==> src/rtl/rdonly_result_pkg.sv <==
package rdonly_result_pkg;
    typedef enum logic [2:0] {
        S_IDLE,
        S_ADDR,
        S_ACKW,
        S_ACK,
        S_DATA,
        S_MACK
    } slv_state_t;
endpackage

==> src/rtl/rr_bus_sampler.sv <==
module rr_bus_sampler #(
    parameter int STAGES = 2
) (
    input  logic clk,
    input  logic rst_n,
    input  logic scl_i,
    input  logic sda_i,
    output logic scl_o,
    output logic sda_o,
    output logic scl_rise_o,
    output logic scl_fall_o,
    output logic start_o,
    output logic stop_o
);
    logic [STAGES-1:0] scl_sr;
    logic [STAGES-1:0] sda_sr;
    logic              scl_q;
    logic              sda_q;

    always_ff @(posedge clk or negedge rst_n) begin
        if (!rst_n) begin
            scl_sr <= '1;
            sda_sr <= '1;
            scl_q  <= 1'b1;
            sda_q  <= 1'b1;
        end else begin
            scl_sr <= {scl_sr[STAGES-2:0], scl_i};
            sda_sr <= {sda_sr[STAGES-2:0], sda_i};
            scl_q  <= scl_sr[STAGES-1];
            sda_q  <= sda_sr[STAGES-1];
        end
    end

    assign scl_o      = scl_sr[STAGES-1];
    assign sda_o      = sda_sr[STAGES-1];
    assign scl_rise_o = scl_o && !scl_q;
    assign scl_fall_o = !scl_o && scl_q;
    assign start_o    = scl_o && scl_q && sda_q && !sda_o;
    assign stop_o     = scl_o && scl_q && !sda_q && sda_o;
endmodule

==> src/rtl/rr_tx_shifter.sv <==
module rr_tx_shifter #(
    parameter int DATA_W = 16
) (
    input  logic              clk,
    input  logic              rst_n,
    input  logic              load,
    input  logic              shift,
    input  logic [DATA_W-1:0] data_in,
    output logic              msb_o
);
    logic [DATA_W-1:0] sr;

    always_ff @(posedge clk or negedge rst_n) begin
        if (!rst_n)     sr <= '1;
        else if (load)  sr <= data_in;
        else if (shift) sr <= {sr[DATA_W-2:0], 1'b1};
    end

    assign msb_o = sr[DATA_W-1];
endmodule

==> src/rtl/rdonly_result_slave.sv <==
module rdonly_result_slave
    import rdonly_result_pkg::*;
#(
    parameter int         DATA_W      = 16,
    parameter int         SYNC_STAGES = 2,
    parameter logic [6:0] ADDR_STRAP0 = 7'b0010100,
    parameter logic [6:0] ADDR_STRAP1 = 7'b1010100
) (
    input  logic              clk,
    input  logic              rst_n,
    input  logic              scl_i,
    input  logic              sda_i,
    output logic              sda_pull_o,
    input  logic              addr_strap_i,
    input  logic              result_ready_i,
    input  logic [DATA_W-1:0] result_data_i,
    output logic              conv_start_o
);
    localparam int BYTES = DATA_W / 8;
    localparam int BW    = (BYTES > 1) ? $clog2(BYTES) : 1;

    slv_state_t      state;
    logic [2:0]      bit_cnt;
    logic [BW-1:0]   byte_idx;
    logic [6:0]      addr_sr;
    logic            conv_q;
    logic            s_scl, s_sda, scl_rise, scl_fall, start_det, stop_det;
    logic            tx_msb, tx_load, tx_shift, addr_hit;
    logic [6:0]      own_addr;

    rr_bus_sampler #(.STAGES(SYNC_STAGES)) u_samp (
        .clk(clk), .rst_n(rst_n), .scl_i(scl_i), .sda_i(sda_i),
        .scl_o(s_scl), .sda_o(s_sda), .scl_rise_o(scl_rise),
        .scl_fall_o(scl_fall), .start_o(start_det), .stop_o(stop_det)
    );

    assign own_addr = addr_strap_i ? ADDR_STRAP1 : ADDR_STRAP0;
    assign addr_hit = (addr_sr == own_addr) && s_sda && result_ready_i;
    assign tx_load  = (state == S_ADDR) && scl_rise && (bit_cnt == 3'd7)
                      && addr_hit && !start_det && !stop_det;
    assign tx_shift = (state == S_DATA) && scl_fall && !start_det && !stop_det;

    rr_tx_shifter #(.DATA_W(DATA_W)) u_tx (
        .clk(clk), .rst_n(rst_n), .load(tx_load), .shift(tx_shift),
        .data_in(result_data_i), .msb_o(tx_msb)
    );

    // State register
    always_ff @(posedge clk or negedge rst_n) begin
        if (!rst_n) begin
            state    <= S_IDLE;
            bit_cnt  <= '0;
            byte_idx <= '0;
            addr_sr  <= '0;
            conv_q   <= 1'b0;
        end else begin
            conv_q <= 1'b0;
            if (start_det) begin
                state   <= S_ADDR;
                bit_cnt <= '0;
            end else if (stop_det) begin
                if (state == S_DATA || state == S_MACK) conv_q <= 1'b1;
                state <= S_IDLE;
            end else begin
                unique case (state)
                    S_IDLE: ;
                    S_ADDR: if (scl_rise) begin
                        bit_cnt <= bit_cnt + 3'd1;
                        if (bit_cnt == 3'd7) state <= addr_hit ? S_ACKW : S_IDLE;
                        else                 addr_sr <= {addr_sr[5:0], s_sda};
                    end
                    S_ACKW: if (scl_fall) state <= S_ACK;
                    S_ACK: if (scl_fall) begin
                        state    <= S_DATA;
                        bit_cnt  <= '0;
                        byte_idx <= '0;
                    end
                    S_DATA: if (scl_fall) begin
                        bit_cnt <= bit_cnt + 3'd1;
                        if (bit_cnt == 3'd7) state <= S_MACK;
                    end
                    S_MACK: if (scl_fall) begin
                        bit_cnt <= '0;
                        if (byte_idx == BW'(BYTES - 1)) begin
                            state  <= S_IDLE;
                            conv_q <= 1'b1;
                        end else begin
                            state    <= S_DATA;
                            byte_idx <= byte_idx + BW'(1);
                        end
                    end
                    default: state <= S_IDLE;
                endcase
            end
        end
    end

    // Outputs
    always_comb begin
        sda_pull_o   = (state == S_ACK) || (state == S_DATA && !tx_msb);
        conv_start_o = conv_q;
    end

    // drive holds during SCL high unless a condition just occurred
    a_r7_stable_scl_high: assert property (@(posedge clk) disable iff (!rst_n)
        (s_scl && $past(s_scl) && !$past(start_det) && !$past(stop_det))
        |-> $stable(sda_pull_o));

    // stop releases the line
    a_r2_stop_release: assert property (@(posedge clk) disable iff (!rst_n)
        stop_det |=> !sda_pull_o);

    // start restarts the address phase
    a_r1_start_addr: assert property (@(posedge clk) disable iff (!rst_n)
        start_det |=> (state == S_ADDR && bit_cnt == 3'd0));

    // a read while not ready falls back to idle
    a_r5_nak_not_ready: assert property (@(posedge clk) disable iff (!rst_n)
        (state == S_ADDR && scl_rise && bit_cnt == 3'd7 && !result_ready_i
         && !start_det && !stop_det) |=> (state == S_IDLE));

    // conversion request lasts one cycle
    a_r9_pulse_single: assert property (@(posedge clk) disable iff (!rst_n)
        conv_start_o |=> !conv_start_o);
endmodule

==> config.mk <==
export PLATFORM = sky130hd
export DESIGN_NAME = rdonly_result_slave
export DESIGN_NICKNAME = d
export VERILOG_FILES = /design/src/rtl/rdonly_result_pkg.sv /design/src/rtl/rr_bus_sampler.sv /design/src/rtl/rr_tx_shifter.sv /design/src/rtl/rdonly_result_slave.sv
export SDC_FILE = /design/constraint.sdc
export NUM_CORES = 1
export LEC_CHECK = 0
export BUFFER_PORTS_ARGS = -buffer_cell sky130_fd_sc_hd__buf_2
export CAP_MARGIN = 10
export CORE_ASPECT_RATIO = 1.1
export CORE_MARGIN = 2
export CORE_UTILIZATION = 60
export CTS_CLUSTER_SIZE = 14
export DETAILED_ROUTE_END_ITERATION = 8
export PLACE_DENSITY_LB_ADDON = 0.15
export SETUP_SLACK_MARGIN = 0.1
export SKIP_CTS_REPAIR_TIMING = 1
export SLEW_MARGIN = 20
export SYNTH_ARGS = -nofsm -noshare
export SYNTH_HDL_FRONTEND = slang
export SYNTH_SLANG_ARGS = --single-unit
==> constraint.sdc <==
create_clock -name clk -period 3.8 [get_ports clk]
set_clock_uncertainty 0.15 [all_clocks]
set_input_delay 0.76 -clock clk [delete_from_list [all_inputs] [get_ports clk]]
set_output_delay 0.76 -clock clk [all_outputs]
set_load 0.02 [all_outputs]
==> metrics.csv, run 1 <==
metric,value,unit
r2r_start,addr_sr[0],
max_slew_margin,48.0,%
coreArea,3020,um2
cts_root_buffer,clkbuf_4,
yosysWarningCount,0,
grtUsageMet1,30.1,%
nNetsFinal,200,
cp_cell_sequence,"or2b_2, o32ai_1, buf_2",
netlist_area,1880,um2
cpPeakStageDelay,610,ps
crit_slowest_cell,dfrtp_1,
row_count,21,
async_flop_share,100,%
regToRegEndpoint,u_tx.sr[4],
p_sw,214,uW
dieArea,3590,um2
htreeDepth,2,
dr.pass1.iters,4,
reg2reg_setup_slack,1480,ps
cellLeakagePower,0.000916,uW
met2_usage,32.8,%
r2r_cells,4,
clk_pin_slew,110,ps
track_usage,21.6,%
io_buffers,23,
cts_sinks,37,
synth_edf_count,0,
swShare,26.1,%
end_kind,primary output,
antenna_found_initial,0,
antenna_cells,0,
cts_tree,yes,
crit_end,sda_pull_o,
path_max_fanout,12,
layout-drive-gt1-share,46.6,%
setup_violations,0,
fill_cells,263,
synth_area_leaders,"dfstp_2 (31%), dfrtp_1 (20%), a221o_1 (5.9%), mux2_2 (5.4%), and3_2 (4.8%)",
worst_pin_slew,781,ps
run_status,finished clean,
crit_start,state[2],
ys_seq_area_share,50.8,%
die_x,57.3,um
power_frac_comb,15.1,%
irDropWorstVdd,0.301,mV
pwr-share-seq,61.8,%
initial_core_util,62.2,%
ant_nets,0,
fin_util,67.0,%
yosysMostFrequentCell,dfstp_2,
vias,1302,
synth_top_flop_cell,dfstp_2,
required,2890,ps
layout_min_cycle_time,2650,ps
max_freq,0.378,GHz
wl_per_cell,16.1,um
synth_common_cells,"dfstp_2 (22), dfrtp_1 (15), and3_2 (12)",
clockBufferDepth,2,
vias_per_cell,6.20,
numCtsBuffers,5,
cap_violations,0,
cp-start-kind,flop,
hold_class,flop to flop,
gr-total-overflow,0,
synth_area_per_cell,12.4,um2
hold_viol,0,
grt_max_degree,38,
critPathArrivalTime,1740,ps
clk_latency,330,ps
first_global_vias,1314,
synth_top_area_share,30.8,%
drt_iter0_drc,72,
p_int,605,uW
use_met3,5.38,%
synth_top_area_cell,dfstp_2,
grt.busiest_layer,met2,
grt_setup_unrepaired,no,
syn-num-nets,177,
drc_errors,0,
drv_slew,0,
globalplace.congestion,0.814,
place_hpwl,2380,um
synth-seq-cells,37,
synth_cell_types,48,
crit_type,flop to primary output,
areaGrowthSynthToFinish,7.86,%
fp.dieH,62.7,um
power.density,404,nW/um2
grt_pass1_wl,6150,um
fin_crit_sh,69.6,%
p_clk_share,23.1,%
tns,0,ps
wl,3380,um
pin_count,24,
netlist_instances,152,
## registers in the layout, summed over array words and instances, names as in the netlist
signal         count
u_samp.scl_sr      2
u_samp.sda_q       1
u_samp.scl_q       1
u_tx.sr           16
bit_cnt            3
conv_start_o       1
byte_idx           1
addr_sr            7
state              3
u_samp.sda_sr      2
## power by group through the flow
| stage | Combinational [uW] | Clock [uW] | Sequential [uW] |
|---|---|---|---|
| floorplan | 94.1 | 0 | 497 |
| global placement | 116 | 0 | 508 |
| detailed placement | 125 | 0 | 511 |
| CTS | 127 | 199 | 505 |
| global route | 141 | 217 | 516 |
| finish | 124 | 189 | 506 |
## metal layers
layer / up-vias / share of wire, %
li1: 625 / -
met1: 632 / 46
met2: 43 / 48
met3: 2 / 5.5
met4: 0 / 0.44
met5: - / 0
## final cells by class
type | count | area (um2) | share of cell area (%)
Tap cell | 34 | 42.5 | 2.10
Multi-Input combinational cell | 103 | 842 | 41.6
Inverter | 4 | 15.0 | 0.741
Sequential cell | 37 | 953 | 47.1
Clock buffer | 7 | 45.0 | 2.22
Timing Repair Buffer | 24 | 123 | 6.05
Clock inverter | 1 | 5.00 | 0.247
## worst max-delay path: cells and delay by family (launching register included)
| family | cells | cell delay [ps] |
|---|---|---|
| DFF | 1 | 610 |
| AOI/OAI and AO/OA | 1 | 210 |
| buffers and inverters | 1 | 200 |
| and+or+nand+nor | 1 | 380 |
## kinds of logic after synthesis
group	after synthesis	synth area share, %
and+or+nand+nor	45	16.7
AOI/OAI and AO/OA	38	16.7
DFF	37	50.8
muxes	14	8.06
buffers and inverters	12	4.40
xor gates and xnor gates	3	1.40
adders and majority gates	3	2.00
## worst min-delay path by stage
| stage | from | end | cells after the start |
|---|---|---|---|
| floorplan | u_samp.scl_sr[0] | u_samp.scl_sr[1] | 0 |
| global placement | u_samp.scl_sr[0] | u_samp.scl_sr[1] | 0 |
| detailed placement | u_samp.sda_sr[0] | u_samp.sda_sr[1] | 0 |
| CTS | u_samp.sda_sr[0] | u_samp.sda_sr[1] | 0 |
| global route | u_samp.sda_sr[0] | u_samp.sda_sr[1] | 0 |
| finish | u_samp.sda_sr[0] | u_samp.sda_sr[1] | 0 |
## cell usage in the layout, fill, tap and decap left out, types with 4 or more instances in the layout
cell / Yosys / layout
buf_2: 1 / 23
inv_1: 4 / 4
dfstp_2: 22 / 22
nand2_1: 6 / 6
mux2i_1: 5 / 5
a221o_1: 11 / 11
and3_2: 12 / 12
dfrtp_1: 15 / 15
o21ai_0: 5 / 5
nand3_1: 7 / 7
clkbuf_4: 0 / 5
mux2_2: 9 / 9
## through the flow
step / total power [uW] / hold slack [ps] / cells / cell area (um2) / setup slack (ps)
detailed placement: 637 / 197 / 202 / 1980 / 1340
finish: 819 / 198 / 210 / 2030 / 1150
CTS: 831 / 198 / 210 / 2030 / 1150
global placement: 624 / 196 / 202 / 1980 / 1390
global route: 874 / 191 / 210 / 2030 / 1010
floorplan: 591 / 195 / 152 / 1880 / 1500
(Power assumes the default switching activity.)
==> run 2: changes to the inputs <==
--- a/config.mk
+++ b/config.mk
@@ -5,11 +5,12 @@
 export SDC_FILE = /design/constraint.sdc
 export NUM_CORES = 1
 export LEC_CHECK = 0
+export ABC_AREA = 1
 export BUFFER_PORTS_ARGS = -buffer_cell sky130_fd_sc_hd__buf_2
 export CAP_MARGIN = 10
 export CORE_ASPECT_RATIO = 1.1
 export CORE_MARGIN = 2
-export CORE_UTILIZATION = 60
+export CORE_UTILIZATION = 51
 export CTS_CLUSTER_SIZE = 14
 export DETAILED_ROUTE_END_ITERATION = 8
 export PLACE_DENSITY_LB_ADDON = 0.15
==> constraint.sdc (replaced) <==
create_clock -name clk -period 2.1 [get_ports clk]
set_clock_uncertainty 0.15 [all_clocks]
set_input_delay 0.42 -clock clk [delete_from_list [all_inputs] [get_ports clk]]
set_output_delay 0.42 -clock clk [all_outputs]
set_load 0.02 [all_outputs]
==> run 2 against run 1 <==
  * Critical path depth rose by 1
  * Worst setup slack got worse by 950 ps
  * Flip-flop and latch count did not move
  * Via count up 23%
  * Routed wire length up 13%
  * Global-route usage decreased by 0.21 points
  * Die area up 15%
  * First-iteration DRC count increased by 29%
  * Sequential share of layout area fell by 3.2 points
  * Total power rose to 2.6 times the previous value
==> metrics.csv, run 2 <==
metric,value,unit,change
fin_crit_sh,90.0,%,
coreArea,3410,um2,+13%
drv_slew,0,,unchanged
synth_cell_types,22,,-54%
areaGrowthSynthToFinish,18.2,%,
cp-start-kind,flop,,
r2r_cells,8,,+4
crit_family,flip-flops,,
dieArea,4120,um2,+15%
yosysWarningCount,0,,unchanged
end_kind,primary output,,
largest_register,u_tx.sr,,
numCtsBuffers,5,,unchanged
cpPeakStageDelay,450,ps,-160 ps
p_clk_share,24.8,%,+1.7 points
wl_per_cell,12.2,um,-24%
ant_nets,0,,unchanged
row_count,22,,+4.8%
clk_latency,340,ps,about the same
crit_start,state[0],,
min_from,result_data_i[1],,
top_regs,"u_tx.sr x16, addr_sr x7",,
cap_violations,0,,unchanged
nNetsFinal,287,,+44%
yosysMostFrequentCell,nand2_1,,
wl,3800,um,+13%
swShare,30.1,%,+4.0 points
cp_cell_sequence,"nor2_1, nand2_1, o21ai_2, buf_4",,
design_area,2180,um2,+7.7%
grt_max_degree,38,,unchanged
critPathArrivalTime,1320,ps,-420 ps
first_global_vias,1513,,+15%
max_freq,0.529,GHz,
io_buffers,23,,unchanged
regToRegEndpoint,u_tx.sr[5],,
final_cell_mix,"nand2_1 (69), nand3_1 (42), inv_1 (22), buf_2 (22), dfstp_2 (22)",,
synth_area_leaders,"dfstp_2 (31%), dfrtp_1 (20%), nand2_1 (14%), nand3_1 (12%), inv_1 (4.7%)",,
dr.pass1.iters,4,,unchanged
globalplace.congestion,0.839,,+3.0%
max_slew_margin,69.4,%,+21 points
vias_per_cell,5.14,,-17%
setup_violations,0,,unchanged
netlist_area,1850,um2,-1.7%
clk_pin_slew,110,ps,about the same
syn-num-nets,251,,+42%
synth_edf_count,0,,unchanged
synth_top_area_share,31.3,%,+0.54 points
crit_slowest_cell,dfrtp_2,,
synth-seq-cells,37,,unchanged
fin_util,63.9,%,-3.1 points
track_usage,21.4,%,-0.21 points
drc_errors,0,,unchanged
initial_core_util,54.1,%,-8.1 points
htreeDepth,2,,unchanged
crit_buf_inv,1,,unchanged
pre_cts_ws,307,ps,-1030 ps
place_hpwl,2580,um,+8.7%
min_path_cells,3,,+3
setup_slack,210,ps,-945 ps
synth_common_cells,"nand2_1 (69), nand3_1 (43), inv_1 (23)",,
fp.dieH,67.1,um,+7.0%
layout-drive-gt1-share,28.1,%,-18 points
run_status,finished clean,,
cts_root_buffer,clkbuf_4,,
largest_reg_flops,16,,unchanged
hold_class,primary input to flop,,
gr-total-overflow,0,,unchanged
grt_setup_unrepaired,no,,
grt_pass1_wl,6490,um,+5.6%
reg2reg_setup_slack,310,ps,-1170 ps
p_sw,633,uW,+200%
ys_seq_area_share,51.7,%,+0.89 points
die_x,61.4,um,+7.0%
pin_count,24,,unchanged
cts_sinks,37,,unchanged
synth_area_per_cell,8.17,um2,-34%
power.density,963,nW/um2,+140%
vias,1598,,+23%
hold_viol,0,,unchanged
tns,0,ps,unchanged
worst_pin_slew,458,ps,-323 ps
cts_tree,yes,,
drt_iter0_drc,93,,+29%
min_to,u_tx.sr[1],,
r2r_start,u_samp.sda_sr[1],,
crit_type,flop to primary output,,
path_max_fanout,5,,-7
postPlaceCellArea,2010,um2,+1.9%
antenna_found_initial,0,,unchanged
clockBufferDepth,2,,unchanged
layout_min_cycle_time,1890,ps,
netlist_instances,226,,+49%
synth_top_flop_cell,dfstp_2,,
synth_top_area_cell,dfstp_2,,
power_frac_comb,23.3,%,+8.2 points
cellLeakagePower,0.00107,uW,+17%
pwr-share-seq,51.9,%,-9.9 points
async_flop_share,100,%,unchanged
irDropWorstVdd,0.601,mV,+100%
layout_commonest_cell,nand2_1,,
required,1530,ps,-1360 ps
antenna_cells,0,,unchanged
p_int,1470,uW,+140%
fill_cells,337,,+28%
[run 2: changes by cell type after synthesis, moves of 3 or more]
cell,before,now
nand4_1,0,5
xor2_1,3,0
nand2_1,6,69
and3_2,12,0
mux2_2,9,0
a221o_1,11,0
mux2i_1,5,0
a21oi_1,2,5
nand3_1,7,43
inv_1,4,23
nor2_1,3,14
nand2b_1,3,0
[run 2: worst max-delay path by stage]
stage	to	slack, ps	cells after the start
final	sda_pull_o	210	4
after global routing	sda_pull_o	120	4
after CTS	sda_pull_o	-50	4
after detailed placement	u_tx.sr[4]	310	8
after global placement	sda_pull_o	350	4
after floorplan	sda_pull_o	310	3
[run 2: kinds of logic after synthesis]
logic type | after synthesis | synth area share (%)
AO/OA/AOI/OAI | 17 | 4.81
buffers and inverters | 30 | 7.12
AND/OR/NAND/NOR | 139 | 34.4
flip-flops | 37 | 51.7
adder cells (fa/ha/maj) | 3 | 2.03
[run 2: final cells by class]
cell class                      count  area (um2)  share of cell area (%)
Timing Repair Buffer               34         208                    9.52
Multi-Input combinational cell    159         777                    35.6
Sequential cell                    37         957                    43.9
Inverter                           25        93.8                    4.30
Clock buffer                        7        55.1                    2.52
Tap cell                           48        60.1                    2.75
Clock inverter                      1        30.0                    1.38
[run 2: power by group through the flow]
stage | clock [uW] | sequential [uW] | combinational (uW)
2_1_floorplan | 0 | 1070 | 357
3_3_place_gp | 0 | 1090 | 441
3_5_place_dp | 0 | 1100 | 457
4_1_cts | 538 | 1090 | 458
5_1_grt | 570 | 1120 | 577
6_report | 521 | 1090 | 489
[run 2: tightest hold or removal path, cell delays in order]
cell	delay [ps]
buf_2	90
nand2_1	50
nand3_1	70
[run 2: routing by layer]
metal	vias up	GRT usage, %	share of wire, %
li1	804	-	-
met1	743	25.7	42
met2	43	35.5	52
met3	8	5.44	4.6
met4	0	9.57	1.8
met5	-	0	0
[run 2: stage by stage]
step                hold WS (ps)  std cells  power [uW]
CTS                        -59.6        304        2080
finish                       135        311        2100
detailed placement           200        296        1560
global route                 136        311        2260
global placement             196        296        1540
floorplan                  -25.6        226        1420
==> run 3: changes to the inputs <==
--- a/config.mk
+++ b/config.mk
@@ -10,7 +10,7 @@
 export CAP_MARGIN = 10
 export CORE_ASPECT_RATIO = 1.1
 export CORE_MARGIN = 2
-export CORE_UTILIZATION = 51
+export CORE_UTILIZATION = 40
 export CTS_CLUSTER_SIZE = 14
 export DETAILED_ROUTE_END_ITERATION = 8
 export PLACE_DENSITY_LB_ADDON = 0.15
==> run 3 against run 2 <==
  * Combinational power down 2%
  * Critical path type unchanged
  * Largest power group unchanged
  * Die area up 26%
  * Largest cell class unchanged
  * Highest routed layer unchanged
  * Routed wire length down 3.2%
==> metrics.csv, run 3 (synthesis gave the netlist of run 2 again) <==
metric,value,unit,change
run_status,finished clean,,
swShare,31.2,%,+1.1 points
cap_violations,0,,unchanged
drc_errors,0,,unchanged
setup_violations,0,,unchanged
io_buffers,23,,unchanged
antenna_cells,0,,unchanged
drv_slew,0,,unchanged
antenna_found_initial,0,,unchanged
drt_iter0_drc,59,,-37%
path_max_fanout,6,,+1
clk_pin_slew,80,ps,-30 ps
r2r_start,bit_cnt[0],,
layout_min_cycle_time,1890,ps,-2.14 ps
initial_core_util,42.1,%,-12 points
min_path_cells,1,,-2
layout_commonest_cell,nand2_1,,
cts_root_buffer,clkbuf_8,,
p_clk_share,23.7,%,-1.1 points
wl,3680,um,-3.2%
required,1530,ps,about the same
wl_per_cell,11.7,um,-3.9%
top_regs,"u_tx.sr x16, addr_sr x7",,
largest_register,u_tx.sr,,
track_usage,16.9,%,-4.5 points
largest_reg_flops,16,,unchanged
grt_max_degree,20,,-47%
dp.cells,302,,+2.0%
globalplace.congestion,0.808,,-3.6%
finalNonFillerCells,313,,+0.64%
max_slew_margin,68.6,%,-0.84 points
layout-drive-gt1-share,27.8,%,-0.34 points
setup_slack,212,ps,+2.14 ps
power.density,959,nW/um2,-0.38%
nNetsFinal,283,,-1.4%
crit_type,flop to primary output,,
clk_latency,290,ps,-50 ps
pre_cts_ws,352,ps,+44.9 ps
r2r_cells,6,,-2
clockBufferDepth,2,,unchanged
ant_nets,0,,unchanged
grt_pass1_wl,6430,um,-0.96%
end_kind,primary output,,
hold_viol,0,,unchanged
cts_tree,yes,,
grt_setup_unrepaired,no,,
pwr-share-seq,52.9,%,+1.0 points
final_cell_mix,"nand2_1 (68), nand3_1 (42), buf_2 (23)",,
cp-start-kind,flop,,
areaGrowthSynthToFinish,16.1,%,
cts_sinks,37,,unchanged
fin_crit_sh,89.9,%,-0.10 points
critPathArrivalTime,1320,ps,about the same
pin_count,24,,unchanged
row_count,25,,+14%
numCtsBuffers,5,,unchanged
vias,1550,,-3.0%
dr.pass1.iters,4,,unchanged
p_sw,641,uW,+1.3%
power_frac_comb,23.4,%,about the same
worst_pin_slew,470,ps,+12.5 ps
vias_per_cell,4.95,,-3.6%
fill_cells,462,,+37%
max_freq,0.530,GHz,+0.11%
tns,0,ps,unchanged
coreArea,4380,um2,+28%
regToRegEndpoint,addr_sr[3],,
min_to,u_samp.scl_sr[0],,
first_global_vias,1509,,-0.26%
place_hpwl,2670,um,+3.3%
cellLeakagePower,0.00106,uW,-1.3%
gr-total-overflow,0,,unchanged
reg2reg_setup_slack,370,ps,+60 ps
hold_class,primary input to flop,,
p_int,1410,uW,-3.6%
dieArea,5170,um2,+26%
fp.dieH,75.2,um,+12%
die_x,68.8,um,+12%
min_from,scl_i,,
htreeDepth,2,,unchanged
irDropWorstVdd,0.411,mV,-32%
-- run 3: cell types whose count changed in the layout (fill, tap and decap cells not counted), moves of 2 or more --
| cell | change |
|---|---|
| clkbuf_4 | -5 |
| buf_4 | -3 |
| clkinv_2 | +2 |
| dfrtp_1 | +2 |
| dfrtp_2 | -2 |
| dlygate4sd3_1 | -2 |
| clkbuf_8 | +4 |
-- run 3: how the worst max path moves through the flow --
stage          startpoint          to  depth (start not counted)
2_1_floorplan    state[0]  sda_pull_o                          3
3_3_place_gp     state[0]  sda_pull_o                          4
3_5_place_dp     state[0]  sda_pull_o                          4
4_1_cts          state[0]  sda_pull_o                          4
5_1_grt          state[1]  sda_pull_o                          4
6_report         state[0]  sda_pull_o                          4
-- run 3: layout make-up --
cell class              count  area (um2)  share of cell area, %
flip-flops and latches     37         955                   44.6
clock buffers               5        68.8                   3.21
multi-input cells         159         771                   36.0
inverters                  25        93.8                   4.38
well taps                  54        67.6                   3.15
repair buffers             30         170                   7.94
clock inverters             3        16.3                  0.759
-- run 3: power by group through the flow --
stage	Sequential, uW	Clock, uW	Combinational (uW)
3_3_place_gp	1100	0	452
4_1_cts	1090	517	460
2_1_floorplan	1070	0	357
3_5_place_dp	1100	0	460
6_report	1090	487	480
5_1_grt	1110	541	572
-- run 3: worst max-delay path, stage by stage (launching register included) --
cell and delay, ps:
dfrtp_2 440, nor2_2 150, nand2_2 130, o21ai_1 140, buf_2 170
-- run 3: per-stage QoR --
step | cell area [um2] | hold WS (ps) | total power, uW | util [%]
2_1_floorplan | 1850 | -25.6 | 1420 | -
3_3_place_gp | 2020 | 202 | 1550 | 46.1
3_5_place_dp | 2020 | 200 | 1560 | 46.1
4_1_cts | 2110 | -84.3 | 2070 | 48.1
5_1_grt | 2140 | 49.8 | 2220 | 48.9
6_report | 2140 | 70.2 | 2050 | 48.9
-- run 3: layer usage --
| metal | wire length [um] | share of wire (%) | track usage [%] | up-vias |
|---|---|---|---|---|
| met5 | 0 | 0 | 0 | - |
| met4 | 69 | 1.9 | 7.63 | 0 |
| met3 | 113 | 3.1 | 4.48 | 7 |
| met2 | 1810 | 49 | 28.8 | 20 |
| met1 | 1680 | 46 | 19.7 | 730 |
| li1 | - | - | - | 793 |
